## src/rtl/lookahead_pkg.sv

```systemverilog
package lookahead_pkg;

  localparam int LANE_W = 4;  // bits (or sub-terms) combined by one lookahead unit

  typedef struct packed {
    logic gen;
    logic prop;
  } gpTerm_t;

  // Carries 1..LANE_W of a lookahead unit, each a flat sum of products of
  // the create terms, the pass terms and the unit carry-in (index 0).
  function automatic logic [LANE_W:0] lookAhead(input logic [LANE_W-1:0] gen,
                                                input logic [LANE_W-1:0] prop,
                                                input logic cIn);
    logic [LANE_W:0] carry;
    logic acc;
    logic chain;
    carry[0] = cIn;
    for (int i = 0; i < LANE_W; i++) begin
      acc = 1'b0;
      for (int j = 0; j <= i; j++) begin
        chain = gen[j];
        for (int k = j + 1; k <= i; k++) chain = chain & prop[k];
        acc = acc | chain;
      end
      chain = cIn;
      for (int k = 0; k <= i; k++) chain = chain & prop[k];
      carry[i+1] = acc | chain;
    end
    return carry;
  endfunction

  // Collapse a lane of terms into one create/pass pair.
  function automatic gpTerm_t reduceLane(input logic [LANE_W-1:0] gen,
                                         input logic [LANE_W-1:0] prop);
    logic [LANE_W:0] carry;
    gpTerm_t res;
    carry    = lookAhead(gen, prop, 1'b0);
    res.gen  = carry[LANE_W];
    res.prop = &prop;
    return res;
  endfunction

endpackage

```

## src/rtl/lookahead_slice.sv

```systemverilog
module lookahead_slice
  import lookahead_pkg::*;
(
  input  logic [LANE_W-1:0] sliceA,
  input  logic [LANE_W-1:0] sliceB,
  input  logic              sliceCin,
  output logic [LANE_W-1:0] sliceSum,
  output gpTerm_t           sliceTerm
);

  logic [LANE_W-1:0] bitGen;
  logic [LANE_W-1:0] bitProp;
  logic [LANE_W:0]   bitCarry;

  always_comb begin
    bitGen    = sliceA & sliceB;
    bitProp   = sliceA ^ sliceB;
    bitCarry  = lookAhead(bitGen, bitProp, sliceCin);
    sliceSum  = bitProp ^ bitCarry[LANE_W-1:0];
    sliceTerm = reduceLane(bitGen, bitProp);
  end

endmodule

```

## src/rtl/lookahead_tier.sv

```systemverilog
module lookahead_tier
  import lookahead_pkg::*;
(
  input  gpTerm_t [LANE_W-1:0] laneTerms,
  input  logic                 tierCin,
  output logic [LANE_W-1:0]    laneCin,
  output gpTerm_t              tierTerm
);

  logic [LANE_W-1:0] laneGen;
  logic [LANE_W-1:0] laneProp;
  logic [LANE_W:0]   laneCarry;

  always_comb begin
    for (int i = 0; i < LANE_W; i++) begin
      laneGen[i]  = laneTerms[i].gen;
      laneProp[i] = laneTerms[i].prop;
    end
    laneCarry = lookAhead(laneGen, laneProp, tierCin);
    laneCin   = laneCarry[LANE_W-1:0];
    tierTerm  = reduceLane(laneGen, laneProp);
  end

endmodule

```

## src/rtl/lookahead_adder32.sv

```systemverilog
module lookahead_adder32
  import lookahead_pkg::*;
#(
  parameter int DATA_W = 32
) (
  input  logic [DATA_W-1:0] opA,
  input  logic [DATA_W-1:0] opB,
  input  logic              carryIn,
  output logic [DATA_W-1:0] sum,
  output logic              carryOut,
  output logic              groupGen,
  output logic              groupProp
);

  localparam int NUM_SLICES = DATA_W / LANE_W;
  localparam int NUM_TIERS  = NUM_SLICES / LANE_W;

  gpTerm_t [NUM_SLICES-1:0] sliceTerms;
  logic    [NUM_SLICES-1:0] sliceCin;
  gpTerm_t [NUM_TIERS-1:0]  tierTerms;
  logic    [NUM_TIERS-1:0]  tierCin;
  logic    [LANE_W-1:0]     topGen;
  logic    [LANE_W-1:0]     topProp;
  logic    [LANE_W:0]       topCarry;
  logic    [LANE_W:0]       topCreate;

  for (genvar s = 0; s < NUM_SLICES; s++) begin : g_slice
    lookahead_slice u_slice (
      .sliceA   (opA[s*LANE_W +: LANE_W]),
      .sliceB   (opB[s*LANE_W +: LANE_W]),
      .sliceCin (sliceCin[s]),
      .sliceSum (sum[s*LANE_W +: LANE_W]),
      .sliceTerm(sliceTerms[s])
    );
  end

  for (genvar t = 0; t < NUM_TIERS; t++) begin : g_tier
    lookahead_tier u_tier (
      .laneTerms(sliceTerms[t*LANE_W +: LANE_W]),
      .tierCin  (tierCin[t]),
      .laneCin  (sliceCin[t*LANE_W +: LANE_W]),
      .tierTerm (tierTerms[t])
    );
  end

  // Final stage: lookahead over the tier terms; unused lanes pass nothing.
  always_comb begin
    topGen  = '0;
    topProp = '0;
    for (int t = 0; t < NUM_TIERS; t++) begin
      topGen[t]  = tierTerms[t].gen;
      topProp[t] = tierTerms[t].prop;
    end
    topCarry  = lookAhead(topGen, topProp, carryIn);
    topCreate = lookAhead(topGen, topProp, 1'b0);
    tierCin   = topCarry[NUM_TIERS-1:0];
    carryOut  = topCarry[NUM_TIERS];
    groupGen  = topCreate[NUM_TIERS];
    groupProp = &topProp[NUM_TIERS-1:0];
  end

endmodule

```

## config.mk

```make
export PLATFORM = sky130hd
export DESIGN_NAME = lookahead_adder32
export DESIGN_NICKNAME = d
export VERILOG_FILES = /design/src/rtl/lookahead_pkg.sv /design/src/rtl/lookahead_slice.sv /design/src/rtl/lookahead_tier.sv /design/src/rtl/lookahead_adder32.sv
export SDC_FILE = /design/constraint.sdc
export NUM_CORES = 1
export LEC_CHECK = 0
export BUFFER_PORTS_ARGS = -buffer_cell sky130_fd_sc_hd__clkbuf_2
export CAP_MARGIN = 25
export CORE_UTILIZATION = 49
export DETAILED_ROUTE_END_ITERATION = 6
export PLACE_DENSITY_LB_ADDON = 0.2
export SLEW_MARGIN = 30
export SYNTH_ARGS = -nofsm -noshare
export SYNTH_HDL_FRONTEND = slang
export SYNTH_HIERARCHICAL = 1
export SYNTH_SLANG_ARGS = --single-unit
```

## constraint.sdc

```tcl
create_clock -name vclk -period 5
set_clock_uncertainty 0.1 [all_clocks]
set_input_delay 1 -clock vclk [all_inputs]
set_output_delay 1 -clock vclk [all_outputs]
set_load 0.01 [all_outputs]
```

# ---- Yosys cells after proc, flatten, opt, wreduce, memory -nomap -nowiden
# Cells that the tools add are included.
dict set report classes {
  bitwise 210
  reduce_logical 11
}
# cell n
set op_table {}
lappend op_table {{AND 1 bit} 93}
lappend op_table {{bitwise OR 1 bit} 93}
lappend op_table {{XOR 4 bit} 16}
lappend op_table {{AND 4 bit} 8}
lappend op_table {{AND reduction 16 bit} 2}
lappend op_table {{AND reduction 32 bit} 1}
lappend op_table {{AND reduction 4 bit} 8}
dict set report word_totals {
  regBits 0
  in_bits 65
  output_inout_bits 35
  word_cells 221
}

# ---- Depth between registers and ports, before layout
# Gate-level depths: netlist of run 1.
dict set report logic_depth {
  depth_word 23
  mapped_depth 13
  mapped_depth_nobuf 13
}

# ---- Cells and area by module
# The synthesis of run 1 kept the hierarchy.
# mod n_inst cells_each area_each_um2 seq_area_each_um2
set by_module_without_submodules {}
lappend by_module_without_submodules {{lookahead_slice at g_slice[3].u_slice ...} 4 24 177.7 0.0}
lappend by_module_without_submodules {{lookahead_slice at g_slice[0].u_slice ...} 3 19 165.2 0.0}
lappend by_module_without_submodules {{lookahead_slice at g_slice[7].u_slice} 1 23 180.2 0.0}
lappend by_module_without_submodules {lookahead_tier 2 13 67.6 0.0}
lappend by_module_without_submodules {lookahead_adder32 1 4 30.0 0.0}

# ---- Least setup slack after synthesis of run 1
# Ideal clock, no wire load.
dict set report synth_timing {
  path_kind {input to output}
  from {in opA[1]}
  to {out sum[29]}
  t_arrival_ps 3130
  setup_slack_ps 770
  path_stages 11
  n_path_buf 0
  path_cell_list {ha_1 > a21oi_1 > o21ai_0 > a21oi_1 > o21ai_0 > a21o_1 > a21oi_2 > o21ai_0 > inv_1 > fa_1 > xnor2_1}
}
# item line
set synth_lines {}
lappend synth_lines {{start: declaration} lookahead_adder32.sv:6} ;# input logic [DATA_W-1:0] opA,
lappend synth_lines {{end: declaration} lookahead_adder32.sv:9} ;# output logic [DATA_W-1:0] sum,

==> flow_summary.json, run 1 <==
{
  "dieArea_um2": 3400,
  "post-dp-hpwl_mm": 3.18,
  "die_w_um": 58.3,
  "vdd_ir_drop_max_mv": 0.0755,
  "drt-vias-per-instance": 4.90,
  "cp.arrival_ns": 3.58,
  "antennaDiodeCount": 0,
  "clock.fmax_mhz": 214,
  "grt_pass1_vias": 1486,
  "clock_buffers": 0,
  "grt_pass1_wl_mm": 5.78,
  "worstSetupPathType": "input port to primary output",
  "hp-class": "input port to primary output",
  "synthCells": 206,
  "global_route.usage.total": 0.204,
  "post_cts_resized": 0,
  "drive_gt1_frac": 0.359,
  "setup_slack_ns": 0.320,
  "clockPowerShare": 0,
  "yosys_warnings": 6,
  "postCtsSetupBuffers": 0,
  "switching_power_uw": 159,
  "nNetsFinal": 419,
  "cp-startpoint": "opA[5]",
  "drv_slew": 0,
  "area_growth_pct": 34.8,
  "firstDrtPassIters": 4,
  "antenna_found_initial": 0,
  "required_ns": 3.90,
  "intPower_uw": 137,
  "fin_crit_sh": 0.936,
  "grt_max_degree": 6,
  "io_buffer_count": 100,
  "critPathMaxFanout": 5,
  "syn_area_per_cell_um2": 7.53,
  "postRouteWirelength_mm": 3.42,
  "fp.dieH_um": 58.3,
  "io_pins": 100,
  "seqPwrFrac": 0,
  "num_rows": 20,
  "outcome": "finished clean",
  "overflow": 0,
  "cp-end-kind": "primary output",
  "cts-hold-fix-buffers": 0,
  "p_per_area_nw_per_um2": 141,
  "register_area_um2": 0,
  "crit_end": "sum[29]",
  "synth_cell_types": 17,
  "ys_seq_area_frac": 0,
  "maxSlewHeadroom": 0.726,
  "finish.instance_area_um2": 2090,
  "syn_nets": 319,
  "finalHoldViolCount": 0,
  "wl_per_cell_um": 9.82,
  "dpl-instance-area_um2": 2090,
  "drt_iter0_markers": 65,
  "route.detailed.drc": 0,
  "pwr-share-comb": 1.000,
  "power_uw": 295,
  "rsz0062_at_grt": "false",
  "ant_nets": 0,
  "layout_common_cells": "clkbuf_2 (100), ha_1 (40), a21oi_1 (30), nand2_1 (26), inv_1 (20)",
  "design.core.area_um2": 3030,
  "vias": 1706,
  "setup_viol": 0,
  "gp_congestion": 0.807,
  "initial_core_util": 0.512,
  "final_common_cell": "clkbuf_2",
  "multiInputGateArea_um2": 1450,
  "critPathLaunchType": "input port",
  "nFillCells": 294,
  "power.switching_fraction": 0.538,
  "worstMarginPinSlew_ns": 0.406,
  "finalSetupTns_ns": 0,
  "syn_area_um2": 1550,
  "period_needed_ns": 4.68,
  "detailedPlace.worstSlack_ns": 0.371,
  "max_cap_viol_count": 0,
  "p_leak_uw": 0.00120,
  "design.seq.count": 0
}
## worst max-delay path, stage by stage
cell and delay [ns]:
clkbuf_2 0.08, ha_1 0.35, a21oi_1 0.08, o21ai_0 0.36, a21oi_1 0.07, o21ai_0 0.25
a21o_1 0.19, a21oi_2 0.08, o21ai_0 0.25, inv_1 0.10, fa_1 0.44, xnor2_1 0.15
clkbuf_2 0.15
## worst min path at each step
stage                      start      to  slack (ns)  depth (start not counted)
after floorplan           opB[8]  sum[8]        2.09                          1
after global placement    opB[8]  sum[8]        2.28                          3
after detailed placement  opB[8]  sum[8]        2.28                          3
after CTS                 opB[8]  sum[8]        2.28                          3
after global routing      opB[8]  sum[8]        2.29                          3
final                     opB[8]  sum[8]        2.27                          3
## cells by family (layout without fill, tap and decap cells)
group                    Yosys count  after routing  synth area share
AO/OA/AOI/OAI                     65             65             0.248
XOR/XNOR                          24             24             0.135
adder cells (fa/ha/maj)           48             48             0.426
buffers and inverters             24            122            0.0629
AND/OR/NAND/NOR                   45             45             0.127
## stage by stage
step | instances | hold WS (ns) | util
floorplan | 206 | 2.09 | -
global placement | 348 | 2.28 | 0.691
detailed placement | 348 | 2.28 | 0.691
CTS | 348 | 2.28 | 0.691
global route | 348 | 2.29 | 0.691
finish | 348 | 2.27 | 0.691
## synth_stat cells, drive strengths merged
library cell  instances  area (µm²)
ha                   40         500
a21oi                32         168
nand2                26        97.6
inv                  22        82.6
nor2                 14        52.6
xnor2                13         114
o21ai                12        60.1
xor2                 11        96.3
fa                    8         160
o211ai                8        60.1
o21a                  8        60.1
a21o                  5        37.5
and4                  4        40.0
buf                   2        15.0
and2                  1        7.51
## layer usage
metal  part of all wire  track usage
met2               0.50        0.399
met5                  0            0
met4                  0            0
met1               0.45        0.260
met3              0.047       0.0112
## power groups by stage
stage	sequential (µW)	clock (µW)	combinational (µW)
floorplan	0	0	191
global placement	0	0	293
detailed placement	0	0	297
CTS	0	0	298
global route	0	0	334
finish	0	0	295
## final cells by class
type | count | share of cell area
well taps | 44 | 0.0263
inverters | 22 | 0.0395
repair buffers | 100 | 0.239
multi-input cells | 182 | 0.695
(Power assumes the default switching activity.)
==> run 2, diff against run 1 <==
Settings changed: CORE_MARGIN from default to 2.
==> run 2 against run 1 <==
  * Sequential share of layout area did not move
  * Combinational power barely moved
  * Via count increased by 1.2%
  * Final area unchanged
  * Wire length rose by 0.15%
  * First-iteration DRC count down 15%
  * Cell count unchanged
  * Power shrank 0.34%
  * Worst setup slack improved by 0.056 ns
  * Critical path type unchanged
  * Largest power group unchanged
==> flow_summary.json, run 2 (same netlist as run 1, synthesis figures left out) <==
{
  "outcome": "finished clean",
  "hp-class": "input port to primary output",
  "antenna_found_initial": 0,
  "gp_congestion": 0.788,
  "final_core_utilization": 0.691,
  "vdd_ir_drop_max_mv": 0.0780,
  "post_cts_resized": 0,
  "die_w_um": 60.3,
  "fin_crit_sh": 0.925,
  "hold_depth": 3,
  "finalHoldViolCount": 0,
  "vias": 1727,
  "grt_max_degree": 6,
  "route.detailed.drc": 0,
  "cp.arrival_ns": 3.52,
  "worstSetupPathType": "input port to primary output",
  "p_per_area_nw_per_um2": 141,
  "design.seq.count": 0,
  "postCtsSetupBuffers": 0,
  "crit_end": "sum[29]",
  "global_route.usage.total": 0.192,
  "worst_path_max_delay_cell": "fa_1",
  "area_growth_pct": 34.8,
  "worstMarginPinSlew_ns": 0.346,
  "grt_pass1_wl_mm": 5.83,
  "cp_cell_sequence": "clkbuf_2, ha_1, a21oi_1, o21ai_0, a21oi_1, o21ai_0, a21o_1, a21oi_2, o21ai_0, inv_1, fa_1, xnor2_1, clkbuf_2",
  "fp.dieH_um": 60.3,
  "drt_iter0_markers": 55,
  "grt_pass1_vias": 1495,
  "register_area_um2": 0,
  "p_leak_uw": 0.00120,
  "antennaDiodeCount": 0,
  "crit_family": "compound AO/OA/AOI/OAI gates",
  "postRouteWirelength_mm": 3.42,
  "dieArea_um2": 3630,
  "cp_num_cells": 13,
  "max_cap_viol_count": 0,
  "period_needed_ns": 4.62,
  "overflow": 0,
  "firstDrtPassIters": 4,
  "cp-startpoint": "opA[5]",
  "cpPeakStageDelay_ns": 0.44,
  "io_buffer_count": 100,
  "drive_gt1_frac": 0.359,
  "drt-vias-per-instance": 4.96,
  "drv_slew": 0,
  "rsz0062_at_grt": "false",
  "critPathMaxFanout": 5,
  "initial_core_util": 0.512,
  "ant_nets": 0,
  "post-dp-hpwl_mm": 3.25,
  "critPathLaunchType": "input port",
  "num_rows": 20,
  "io_pins": 100,
  "crit_buf_inv": 3,
  "finalSetupTns_ns": 0,
  "final_common_cell": "clkbuf_2",
  "design.core.area_um2": 3030,
  "detailedPlace.worstSlack_ns": 0.371,
  "wl_per_cell_um": 9.83,
  "crit_top_cell": "o21ai_0",
  "setup_slack_ns": 0.376,
  "clock_buffers": 0,
  "fin_hold_ws_ns": 2.28,
  "required_ns": 3.90,
  "nNetsFinal": 419,
  "maxSlewHeadroom": 0.767,
  "setup_viol": 0,
  "clock.fmax_mhz": 216,
  "cts-hold-fix-buffers": 0,
  "cp-end-kind": "primary output",
  "layout_common_cells": "clkbuf_2 (100), ha_1 (40), a21oi_1 (30), nand2_1 (26), inv_1 (20)"
}
[run 2: cell counts in the layout (fill, tap and decap cells not counted)]
Identical to the previous run, type by type.
[run 2: layout make-up]
class | instances | area [µm²]
Fill cell | 306 | 936
Multi-Input combinational cell | 182 | 1450
Timing Repair Buffer | 100 | 500
Inverter | 22 | 82.6
Tap cell | 44 | 55.1
[run 2: worst min-delay path, stage by stage]
cell and delay [ns]:
clkbuf_2 0.10, fa_1 0.15, clkbuf_2 0.13
[run 2: metal layers]
metal,global-route usage,vias up,part of all wire
li1,-,914,-
met1,0.261,761,0.45
met2,0.356,52,0.50
met3,0.00433,0,0.053
met4,0,0,0
met5,0,-,0
[run 2: metrics by stage]
stage          power, µW  cell area, µm²  std cells
2_1_floorplan        191            1550        206
3_3_place_gp         294            2090        348
3_5_place_dp         297            2090        348
4_1_cts              299            2090        348
5_1_grt              334            2090        348
6_report             294            2090        348
[run 2: how the worst min path moves through the flow]
stage	from	endpoint	slack, ns
4_1_cts	opB[4]	sum[4]	2.29
6_report	opB[8]	sum[8]	2.28
3_5_place_dp	opB[4]	sum[4]	2.29
5_1_grt	opB[4]	sum[4]	2.31
2_1_floorplan	opB[8]	sum[8]	2.09
3_3_place_gp	opB[8]	sum[8]	2.28
[run 2: where the power goes]
part | internal (µW) | leakage (µW) | switching (µW)
combinational | 136 | 0.00120 | 158
sequential | 0 | 0 | 0
clock | 0 | 0 | 0
==> run 3, diff against run 2 <==
==> constraint.sdc (replaced) <==
create_clock -name vclk -period 5
set_clock_uncertainty 0.1 [all_clocks]
set_input_delay 0.25 -clock vclk [all_inputs]
set_output_delay 0.25 -clock vclk [all_outputs]
set_load 0.01 [all_outputs]
==> run 3 against run 2 <==
  * Core utilization unchanged
  * Global-route usage decreased by 0.20 points
  * Critical path type unchanged
  * Wire length about the same
  * Non-clock buffer count unchanged
  * Die area unchanged
  * Count of clock-buffer cells in the layout unchanged
  * Critical path depth unchanged
  * Power increased by 0.18%
  * Sequential share of layout area unchanged
==> flow_summary.json, run 3 (same netlist as run 1, synthesis figures left out) <==
{
  "worstSetupPathType": "input port to primary output",
  "area_growth_pct": 34.8,
  "initial_core_util": 0.512,
  "crit_top_cell": "o21ai_0",
  "global_route.usage.total": 0.190,
  "grt_max_degree": 6,
  "finalHoldViolCount": 0,
  "placedCellCount": 348,
  "clock.fmax_mhz": 317,
  "antenna_found_initial": 0,
  "drt-vias-per-instance": 4.91,
  "switching_power_uw": 158,
  "outcome": "finished clean",
  "register_area_um2": 0,
  "cp.arrival_ns": 2.80,
  "io_buffer_count": 100,
  "fin_crit_sh": 0.631,
  "wl_per_cell_um": 9.82,
  "post_cts_resized": 0,
  "critPathMaxFanout": 5,
  "nNetsFinal": 419,
  "clockPowerShare": 0,
  "vias": 1708,
  "antennaDiodeCount": 0,
  "design.seq.count": 0,
  "dieArea_um2": 3630,
  "io_pins": 100,
  "critPathLaunchType": "input port",
  "postRouteWirelength_mm": 3.42,
  "design.core.area_um2": 3030,
  "final_cells": 348,
  "clock_buffers": 0,
  "finalSetupTns_ns": 0,
  "setup_viol": 0,
  "cp-end-kind": "primary output",
  "hp-class": "input port to primary output",
  "crit_family": "compound AO/OA/AOI/OAI gates",
  "worst_path_max_delay_cell": "fa_1",
  "nFillCells": 293,
  "layout_common_cells": "clkbuf_2 (100), ha_1 (40), a21oi_1 (30), nand2_1 (26), inv_1 (20)",
  "required_ns": 4.65,
  "postCtsSetupBuffers": 0,
  "firstDrtPassIters": 4,
  "num_rows": 20,
  "power_uw": 295,
  "multiInputGateArea_um2": 1450,
  "vdd_ir_drop_max_mv": 0.0713,
  "ant_nets": 0,
  "p_leak_uw": 0.00120,
  "drive_gt1_frac": 0.359,
  "cpPeakStageDelay_ns": 0.44,
  "cp_cell_sequence": "clkbuf_2, ha_1, a21oi_1, o21ai_0, a21oi_1, o21ai_0, a21o_1, a21oi_2, o21ai_0, inv_1, fa_1, xnor2_1, clkbuf_2",
  "fp.dieH_um": 60.3,
  "final_common_cell": "clkbuf_2",
  "crit_buf_inv": 3,
  "period_needed_ns": 3.15,
  "die_w_um": 60.3,
  "grt_pass1_vias": 1514,
  "route.detailed.drc": 0,
  "maxSlewHeadroom": 0.749,
  "worstMarginPinSlew_ns": 0.372,
  "drv_slew": 0,
  "p_per_area_nw_per_um2": 141,
  "cts-hold-fix-buffers": 0,
  "grt_pass1_wl_mm": 5.75,
  "overflow": 0,
  "max_cap_viol_count": 0,
  "power.switching_fraction": 0.536,
  "gp_congestion": 0.786,
  "drt_iter0_markers": 23,
  "rsz0062_at_grt": "false",
  "pwr-share-comb": 1.000,
  "seqPwrFrac": 0,
  "post-dp-hpwl_mm": 3.26,
  "intPower_uw": 137
}
==> run 3: area by class of cell <==
class	count	area share
Multi-Input combinational cell	182	0.695
Inverter	22	0.0395
Tap cell	44	0.0263
Timing Repair Buffer	100	0.239
==> run 3: power groups by stage <==
stage | Sequential (µW) | Combinational (µW) | Clock, µW
3_5_place_dp | 0 | 298 | 0
5_1_grt | 0 | 336 | 0
2_1_floorplan | 0 | 191 | 0
4_1_cts | 0 | 300 | 0
3_3_place_gp | 0 | 294 | 0
6_report | 0 | 295 | 0
==> run 3: final timing paths <==
path / startpoint / cells after the start / to
worst min-delay path: opB[8] / 3 / sum[8]
worst max-delay path: opA[5] / 13 / sum[29]
==> run 3: worst min-delay path, cell delays in order <==
cell and delay, ns:
clkbuf_2 0.10, fa_1 0.15, clkbuf_2 0.13
==> run 3: through the flow <==
step	worst slack (ns)	cell area, µm²	util	hold slack [ns]
final	1.85	2090	0.691	0.783
after floorplan	2.27	1550	-	0.586
after global placement	1.97	2090	0.691	0.781
after detailed placement	1.88	2090	0.691	0.788
after global routing	1.65	2090	0.691	0.806
after CTS	1.86	2090	0.691	0.789
==> run 3: per-layer routing <==
metal	vias to the layer above	part of all wire	track usage
met4	0	0.0044	0.0159
met3	2	0.067	0.0130
met2	52	0.49	0.351
li1	910	-	-
met1	744	0.44	0.247
met5	-	0	0
